**src/rtl/regseq_pkg.sv**
```systemverilog
package regseq_pkg;

    localparam logic [7:0] OP_VAL_LO   = 8'h42;
    localparam logic [7:0] OP_VAL_FULL = 8'hE2;
    localparam logic [7:0] OP_ADR_LO   = 8'h40;
    localparam logic [7:0] OP_ADR_FULL = 8'hE0;
    localparam logic [7:0] OP_WAIT     = 8'h5F;
    localparam logic [7:0] OP_BLOCK    = 8'hB0;
    localparam logic [7:0] OP_UNBLOCK  = 8'hD0;
    localparam logic [7:0] OP_SETTLE   = 8'h07;
    localparam logic [7:0] OP_END      = 8'h7F;

    typedef enum logic [2:0] {
        S_IDLE,
        S_FETCH,
        S_OPND,
        S_WAIT,
        S_SETTLE,
        S_WRITE
    } seq_state_e;

    typedef struct packed {
        logic [31:0] addr;
        logic [31:0] data;
    } wr_req_t;

    // number of operand bytes following an opcode
    function automatic logic [2:0] opnd_len(input logic [7:0] op);
        case (op)
            OP_VAL_LO, OP_ADR_LO, OP_WAIT: opnd_len = 3'd2;
            OP_VAL_FULL, OP_ADR_FULL:      opnd_len = 3'd4;
            default:                       opnd_len = 3'd0;
        endcase
    endfunction

endpackage

```
**src/rtl/regseq_mem.sv**
```systemverilog
module regseq_mem #(
    parameter int DEPTH = 512,
    parameter int AW    = $clog2(DEPTH)
) (
    input  logic          clk,
    input  logic          we,
    input  logic [AW-1:0] waddr,
    input  logic [7:0]    wdata,
    input  logic [AW-1:0] raddr,
    output logic [7:0]    rdata
);
    logic [7:0] bytes_q [DEPTH];

    always_ff @(posedge clk) begin
        if (we) bytes_q[waddr] <= wdata;
    end

    assign rdata = bytes_q[raddr];
endmodule

```
**src/rtl/regseq_timer.sv**
```systemverilog
module regseq_timer #(
    parameter int CYC = 600
) (
    input  logic clk,
    input  logic rst,
    input  logic load,
    output logic zero
);
    localparam int CW = $clog2(CYC + 1);
    localparam logic [CW-1:0] START = CW'(CYC - 1);

    logic [CW-1:0] cnt;

    always_ff @(posedge clk) begin
        if (rst)             cnt <= '0;
        else if (load)       cnt <= START;
        else if (cnt != '0)  cnt <= cnt - 1'b1;
    end

    assign zero = (cnt == '0);
endmodule

```
**src/rtl/regseq_ctrl.sv**
```systemverilog
module regseq_ctrl
    import regseq_pkg::*;
#(
    parameter int DEPTH  = 512,
    parameter int AW     = $clog2(DEPTH),
    parameter int COND_W = 4
) (
    input  logic              clk,
    input  logic              rst,
    input  logic              kick,
    input  logic [7:0]        rd_byte,
    output logic [AW:0]       pc,
    input  logic [COND_W-1:0] cond_in,
    input  logic              bus_ready,
    input  logic              tmr_zero,
    output logic              tmr_load,
    output wr_req_t           req,
    output logic              bus_valid,
    output logic              bus_block,
    output logic              busy,
    output logic              done
);
    localparam logic [AW:0] PC_END = (AW + 1)'(DEPTH);

    seq_state_e        state;
    logic [7:0]        opc;
    logic [31:0]       imm, imm_nx;
    logic [1:0]        idx;
    logic [31:0]       val_sh, adr_sh;
    logic [COND_W-1:0] mask;
    logic              lvl;
    logic              last_opnd, at_end, cond_ok;

    always_comb begin
        imm_nx = imm;
        imm_nx[{idx, 3'b000} +: 8] = rd_byte;
    end

    assign last_opnd = ({1'b0, idx} + 3'd1) == opnd_len(opc);
    assign at_end    = (pc == PC_END);
    assign cond_ok   = ((cond_in ^ {COND_W{lvl}}) & mask) == '0;
    assign tmr_load  = (state == S_FETCH) && !at_end && (rd_byte == OP_SETTLE);

    always_ff @(posedge clk) begin
        if (rst) begin
            state     <= S_IDLE;
            pc        <= '0;
            opc       <= '0;
            imm       <= '0;
            idx       <= '0;
            val_sh    <= '1;
            adr_sh    <= '1;
            mask      <= '0;
            lvl       <= 1'b0;
            bus_block <= 1'b0;
            done      <= 1'b0;
        end else begin
            case (state)
                S_IDLE: if (kick) begin
                    pc    <= '0;
                    done  <= 1'b0;
                    state <= S_FETCH;
                end
                S_FETCH: if (at_end || rd_byte == OP_END) begin
                    state <= S_IDLE;
                    done  <= 1'b1;
                end else begin
                    opc <= rd_byte;
                    pc  <= pc + 1'b1;
                    idx <= '0;
                    case (rd_byte)
                        OP_VAL_LO, OP_VAL_FULL, OP_ADR_LO,
                        OP_ADR_FULL, OP_WAIT: state <= S_OPND;
                        OP_BLOCK:             bus_block <= 1'b1;
                        OP_UNBLOCK:           bus_block <= 1'b0;
                        OP_SETTLE:            state <= S_SETTLE;
                        default:              ;
                    endcase
                end
                S_OPND: if (at_end) begin
                    state <= S_IDLE;
                    done  <= 1'b1;
                end else begin
                    imm <= imm_nx;
                    pc  <= pc + 1'b1;
                    idx <= idx + 1'b1;
                    if (last_opnd) begin
                        case (opc)
                            OP_VAL_LO: begin
                                val_sh[15:0] <= imm_nx[15:0];
                                state <= S_FETCH;
                            end
                            OP_VAL_FULL: begin
                                val_sh <= imm_nx;
                                state  <= S_FETCH;
                            end
                            OP_ADR_LO: begin
                                adr_sh[15:0] <= imm_nx[15:0];
                                state <= S_WRITE;
                            end
                            OP_ADR_FULL: begin
                                adr_sh <= imm_nx;
                                state  <= S_WRITE;
                            end
                            default: begin
                                mask  <= imm_nx[COND_W-1:0];
                                lvl   <= imm_nx[8];
                                state <= S_WAIT;
                            end
                        endcase
                    end
                end
                S_WAIT:   if (cond_ok)   state <= S_FETCH;
                S_SETTLE: if (tmr_zero)  state <= S_FETCH;
                S_WRITE:  if (bus_ready) state <= S_FETCH;
                default:  state <= S_IDLE;
            endcase
        end
    end

    assign req       = '{addr: adr_sh, data: val_sh};
    assign bus_valid = (state == S_WRITE);
    assign busy      = (state != S_IDLE);
endmodule

```
**src/rtl/regseq_top.sv**
```systemverilog
module regseq_top
    import regseq_pkg::*;
#(
    parameter int PROG_BYTES = 512,
    parameter int COND_W     = 4,
    parameter int SETTLE_CYC = 600
) (
    input  logic              clk,
    input  logic              rst,
    input  logic              prog_we,
    input  logic [8:0]        prog_addr,
    input  logic [7:0]        prog_wdata,
    input  logic              kick,
    input  logic [COND_W-1:0] cond_in,
    input  logic              bus_ready,
    output logic              bus_valid,
    output logic [31:0]       bus_addr,
    output logic [31:0]       bus_data,
    output logic              bus_block,
    output logic [31:0]       status
);
    localparam int AW = $clog2(PROG_BYTES);

    logic [7:0]  rd_byte;
    logic [AW:0] pc;
    logic        tmr_load, tmr_zero, busy, done;
    wr_req_t     req;

    regseq_mem #(.DEPTH(PROG_BYTES), .AW(AW)) u_mem (
        .clk   (clk),
        .we    (prog_we),
        .waddr (prog_addr[AW-1:0]),
        .wdata (prog_wdata),
        .raddr (pc[AW-1:0]),
        .rdata (rd_byte)
    );

    regseq_timer #(.CYC(SETTLE_CYC)) u_tmr (
        .clk  (clk),
        .rst  (rst),
        .load (tmr_load),
        .zero (tmr_zero)
    );

    regseq_ctrl #(.DEPTH(PROG_BYTES), .AW(AW), .COND_W(COND_W)) u_ctrl (
        .clk       (clk),
        .rst       (rst),
        .kick      (kick),
        .rd_byte   (rd_byte),
        .pc        (pc),
        .cond_in   (cond_in),
        .bus_ready (bus_ready),
        .tmr_zero  (tmr_zero),
        .tmr_load  (tmr_load),
        .req       (req),
        .bus_valid (bus_valid),
        .bus_block (bus_block),
        .busy      (busy),
        .done      (done)
    );

    assign bus_addr = req.addr;
    assign bus_data = req.data;

    always_comb begin
        status    = '0;
        status[8] = busy;
        status[0] = done;
    end
endmodule

```
**config.mk**
```make
export PLATFORM = sky130hd
export DESIGN_NAME = regseq_top
export DESIGN_NICKNAME = d
export VERILOG_FILES = /design/src/rtl/regseq_pkg.sv /design/src/rtl/regseq_mem.sv /design/src/rtl/regseq_timer.sv /design/src/rtl/regseq_ctrl.sv /design/src/rtl/regseq_top.sv
export SDC_FILE = /design/constraint.sdc
export NUM_CORES = 2
export LEC_CHECK = 0
export BUFFER_PORTS_ARGS = -buffer_cell sky130_fd_sc_hd__buf_4
export CORE_MARGIN = 1
export CORE_UTILIZATION = 25
export CTS_CLUSTER_DIAMETER = 60
export DETAILED_ROUTE_END_ITERATION = 7
export SLEW_MARGIN = 30
export SYNTH_ARGS = -nofsm -noshare
export SYNTH_HDL_FRONTEND = slang
export SYNTH_SLANG_ARGS = --single-unit
```
**constraint.sdc**
```tcl
create_clock -name clk -period 3.93 [get_ports clk]
set_input_delay 0.786 -clock clk [delete_from_list [all_inputs] [get_ports clk]]
set_output_delay 0.786 -clock clk [all_outputs]
set_load 0.1 [all_outputs]
```
Word level (Yosys, flattened, before mapping)

Memories as Yosys holds them, arrays and structs flattened. A register that Yosys moved wholly into a read port is not among the register bits.
Index checks and enable logic that the tools add are counted.

Reduce and logical (&&, ||, !) cells: 32
Bitwise operators: 5
Add/sub/neg operators: 5
Magnitude comparators: 0
Eq/ne operators: 31
Shifts and indexed selects: 2
Divide/modulo/power cells: 0
Multipliers: 0
Muxes and demuxes: 30

Operators with widths:

| kind                     | number |
|---|---|
| $eq A8 B7 Y1 const B     | 7 |
| $mux W10                 | 5 |
| $eq A8 B8 Y1 const B     | 6 |
| $bwmux W32               | 1 |
| $shift A8 B7 Y32 const A | 1 |
| $shiftx A8 B7 Y32        | 1 |
| $pmux W10 S3             | 1 |
| $reduce_and A4 Y1        | 7 |
| $mux W3                  | 7 |
| $mux W9                  | 2 |
| $pmux W3 S2              | 3 |
| $pmux W3 S6              | 1 |
| $ne A2 B2 Y1 const B     | 6 |
| $add A10 B1 Y10 const B  | 1 |
| $eq A10 B10 Y1 const B   | 1 |
| $logic_not A10 Y1        | 1 |
| $reduce_bool A10 Y1      | 1 |
| $sub A10 B1 Y10 const B  | 1 |
| $eq A8 B3 Y1 const B     | 1 |
| $reduce_or A2 Y1         | 4 |
| $neg A5 Y7               | 1 |
| $eq A3 B2 Y1 const B     | 2 |
| $eq A3 B3 Y1 const B     | 2 |
| $reduce_and A3 Y1        | 2 |
| 27 further kinds         | 40 |

Output and inout bits: 98
Register bits: 136
Memory bits (read-only): 0
Memories kept: 1
Word-level logic and storage cells: 121
Bits in latches: 0
Bits in writable memories: 4096

Memory list:

| name          | words | bits a word | rd ports | clocked after memory_dff | write ports | RTL line         | RTL |
|---|---|---|---|---|---|---|---|
| u_mem.bytes_q | 512   | 8           | 1        | 1                        | 1           | regseq_mem.sv:12 | `logic [7:0] bytes_q [DEPTH];` |

Depth between registers and ports, before layout

Word-level depth: 7
Depth in mapped cells: 20
Depth with buffers taken out: 11

By module

From an unflattened synthesis, not the netlist that was laid out.

Cell total of the unflattened synthesis: 8768
Area, all modules: 166238.2 µm²

By module, submodules not included:

| module       | cells an instance | area each (µm²) | times used |
|---|---|---|---|
| regseq_mem   | 8022              | 159767.0        | 1 |
| regseq_ctrl  | 654               | 5718.0          | 1 |
| regseq_timer | 59                | 509.2           | 1 |
| regseq_top   | 33                | 244.0           | 1 |

Worst setup path before layout

OpenSTA, ideal clock, no wires.

Path type: reg2reg
Start point: register (tool-made name)
End point: register u_ctrl.state[2]
Data arrival time: 4.069 ns
Library setup time: 0.123 ns
Path buffers: 7
Clock period less this slack: 4.193 ns
Setup slack: -0.263 ns
Stages on the path, launching flop included: 18
Cells stage by stage: dfxtp_1 -> buf_2 -> buf_2 -> buf_6 -> buf_4 -> buf_6 -> buf_2 -> mux4_2 -> a22oi_1 -> nand3_1 -> a31oi_1 -> or4b_2 -> o311ai_0 -> and2_0 -> clkbuf_1 -> and4_1 -> o31ai_1 -> mux2_1

RTL lines:

| element              | RTL line          | RTL |
|---|---|---|
| end signal, assigned | regseq_ctrl.sv:46 | `state <= S_IDLE;` |
| end signal, assigned | regseq_ctrl.sv:62 | `state <= S_FETCH;` |
| end signal, assigned | regseq_ctrl.sv:65 | `state <= S_IDLE;` |
| end, declared        | regseq_ctrl.sv:25 | `seq_state_e state;` |

==> flow_summary.json <==
{
  "outcome": "finished, violations left",
  "violations": "setup timing",
  "setup_violations": 139,
  "grt_antenna_before_repair": 25,
  "worstHoldPathType": "input pin to register",
  "layout_common_cells": "edfxtp_1 (4096), buf_4 (1223), mux4_2 (1018)",
  "worstSkewPairLatency_ns": 0.99,
  "timing.slew.headroom_pct": 11.4,
  "final_area_mm2": 0.203,
  "root_buffer": "clkbuf_16",
  "seqCellArea_mm2": 0.126,
  "fin_util_pct": 31.0,
  "grt_pass1_vias": 86035,
  "hold_buffers": 0,
  "first_pass_iters": 7,
  "numCtsBuffers": 432,
  "max_stage_delay_ns": 0.69,
  "endpoint_kind": "register",
  "hold_depth": 1,
  "die_w_um": 814,
  "htree_num_levels": 5,
  "crit_top_cell": "mux4_2",
  "wirelength_mm": 474,
  "row_count": 297,
  "cts.clk_slew.worst_paths_ns": 0.06,
  "finalClockSkew_ns": 0.0608,
  "overflow": 0,
  "rsz0062_at_grt": "true",
  "initial_utilization_pct": 25.1,
  "final_nets": 9417,
  "async_flop_share_pct": 0,
  "dp.cells": 17493,
  "power_density_mw_per_mm2": 538,
  "final_common_cell": "edfxtp_1",
  "area_delta_synth_final_pct": 23.1,
  "drc": 0,
  "critPathLaunchType": "register",
  "grt_pass1_wl_mm": 660,
  "die_h_um": 814,
  "die-area_mm2": 0.662,
  "min_period_ns": 4.88,
  "cts.path.max_buffers": 4,
  "min-delay-start": "prog_wdata[6]",
  "cp_max_fo": 13,
  "fin_ws_ns": -0.951,
  "vias": 87081,
  "drt-wirelength-per-cell_um": 25.7,
  "syn_area_mm2": 0.165,
  "dpl.hpwl_mm": 315,
  "leakagePower_nw": 63.0,
  "grt_max_degree": 114,
  "timing.fmax_mhz": 205,
  "hold_end": "u_mem.bytes_q[443][6]",
  "finalSetupTns_ns": -72.50,
  "cts_sinks": 4241,
  "yosysWarnings": 0,
  "multi_input_area_mm2": 0.0373,
  "ys_ff_latch": 4241,
  "cts_tree": "yes",
  "core_area_mm2": 0.655,
  "fillers": 62657,
  "yosys.cell_types.count": 76,
  "synth_edf_count": 4096,
  "top_level_ports": 124,
  "postPlaceCellArea_mm2": 0.186,
  "required_ns": 4.87,
  "antenna_left": 0,
  "r2r.worst_path.cells": 12,
  "final.period_utilization_pct": 124,
  "maxCapViolations": 0,
  "rrSetupSlack_ns": -0.95,
  "critPathArrivalTime_ns": 5.82,
  "tightest_slew_ns": 1.32,
  "ys_seq_area_share_pct": 76.4,
  "critPathSlowestCell": "mux4_2",
  "ys_dominant_reg_cell": "edfxtp_1",
  "final_cells": 18433,
  "crit_type": "register to register",
  "path_cells": "buf_12, buf_12, mux4_2, mux4_2, mux4_2, mux4_2, mux2i_4, a21boi_2, nand4_1, or3_4, a21oi_2, mux2_4",
  "reg2reg_to": "u_ctrl.state[2]",
  "grt_use_total_pct": 13.7,
  "max-vdd-ir-drop_uv": 415,
  "viasPerCell": 4.72,
  "syn_area_per_cell_um2": 20.7,
  "place_ws_ns": -1.26,
  "place_congestion": 0.830,
  "drtIter0Drc": 11120,
  "syn_inst": 7944,
  "hold_viol": 0,
  "portBuffers": 93,
  "drive_above_1_share_pct": 34.4,
  "slew_viol_final": 0
}
==> per-layer routing <==
metal  vias to the layer above  global-route usage (%)  wire, um
met2                      4053                    21.9    222000
met5                         -                       0        81
met3                       722                    2.46     40600
met1                     46478                    18.9    195000
li1                      35816                       -         -
met4                        12                    4.12     15500
==> registers in the layout, indices dropped and copies added (netlist names), 2 cells and up, named ones only <==
name / flops
u_mem.bytes_q: 4096
u_ctrl.adr_sh: 32
u_ctrl.imm: 32
u_ctrl.val_sh: 32
u_ctrl.pc: 10
u_tmr.cnt: 10
u_ctrl.opc: 8
u_ctrl.mask: 4
u_ctrl.state: 3
u_ctrl.idx: 2
==> power breakdown <==
part	internal (mW)	total, mW	switching (mW)	leakage, nW
clock network	23.4	41.1	17.7	6.88
registers	49.8	49.9	0.187	38.0
logic	9.06	18.0	8.98	18.2
total	82.2	109	26.9	63.0
==> worst max-delay path: cells and delay by family, from the launching register on <==
| kind | cells | cell delay [ns] |
|---|---|---|
| AOI/OAI and AO/OA | 2 | 0.36 |
| buffers and inverters | 2 | 0.41 |
| DFF | 1 | 0.41 |
| muxes | 6 | 2.85 |
| and+or+nand+nor | 2 | 0.76 |
==> repair_timing <==
| item | in CTS | in global routing |
|---|---|---|
| cloned | 0 | 12 |
| resized for setup | 73 | 202 |
| buffers inserted | 1 | 116 |
| setup endpoints to repair | 145 | 145 |
| pin swaps | 9 | 38 |
==> worst max-delay path by stage <==
stage	endpoint	slack, ns	start
5_1_grt	register	-0.95	register
4_1_cts	u_ctrl.state[2]	-0.85	register
3_3_place_gp	u_ctrl.state[2]	-1.37	register
3_5_place_dp	register	-1.26	register
6_report	u_ctrl.state[2]	-0.95	register
2_1_floorplan	register	-0.02	register
==> per-stage QoR <==
step,hold slack [ns],power [mW]
after floorplan,0.432,61.4
after global placement,0.448,67.4
after detailed placement,0.452,67.4
after CTS,0.196,108
after global routing,0.247,112
final,0.254,109
==> area by class of cell <==
class / instances / area share [%]
sequential: 4241 / 62.1
multi-input combinational: 3173 / 18.4
timing repair buffer: 1501 / 7.17
clock buffer: 529 / 5.56
tap: 8671 / 5.35
clock inverter: 276 / 1.39
inverter: 34 / 0.0709
antenna: 8 / 0.00987
==> Yosys cell counts, types with 9 or more instances <==
cell / number / area [um^2]
mux2_2: 14 / 158
nor2b_1: 18 / 113
nand3_1: 60 / 300
a211o_1: 10 / 87.6
edfxtp_1: 4096 / 123000
a22oi_1: 221 / 1660
buf_4: 95 / 713
a22o_1: 9 / 78.8
o21ai_0: 48 / 240
nand4_1: 19 / 119
a221oi_1: 29 / 254
clkbuf_1: 256 / 961
a211oi_1: 49 / 368
a21oi_1: 110 / 551
o22ai_1: 11 / 68.8
inv_1: 29 / 109
o211ai_1: 59 / 443
mux2i_1: 381 / 3810
buf_6: 11 / 124
buf_2: 124 / 621
dfxtp_1: 145 / 2900
mux4_2: 1018 / 22900
nand2_1: 249 / 935
buf_1: 39 / 146
nor4_1: 11 / 68.8
a31oi_1: 33 / 206
nand2b_1: 19 / 119
nor3_1: 26 / 130
nor2_1: 607 / 2280
==> kinds of logic after synthesis <==
group | count (synthesis) | share of synthesized area [%]
AND/OR/NAND/NOR | 1075 | 2.77
multiplexers | 1415 | 16.3
AO/OA/AOI/OAI | 631 | 2.68
buffers and inverters | 559 | 1.63
other | 1 | 0.00228
adder cells (fa/ha/maj) | 8 | 0.0608
XOR/XNOR | 14 | 0.0744
flip-flops | 4241 | 76.4
(Power assumes the default switching activity.)
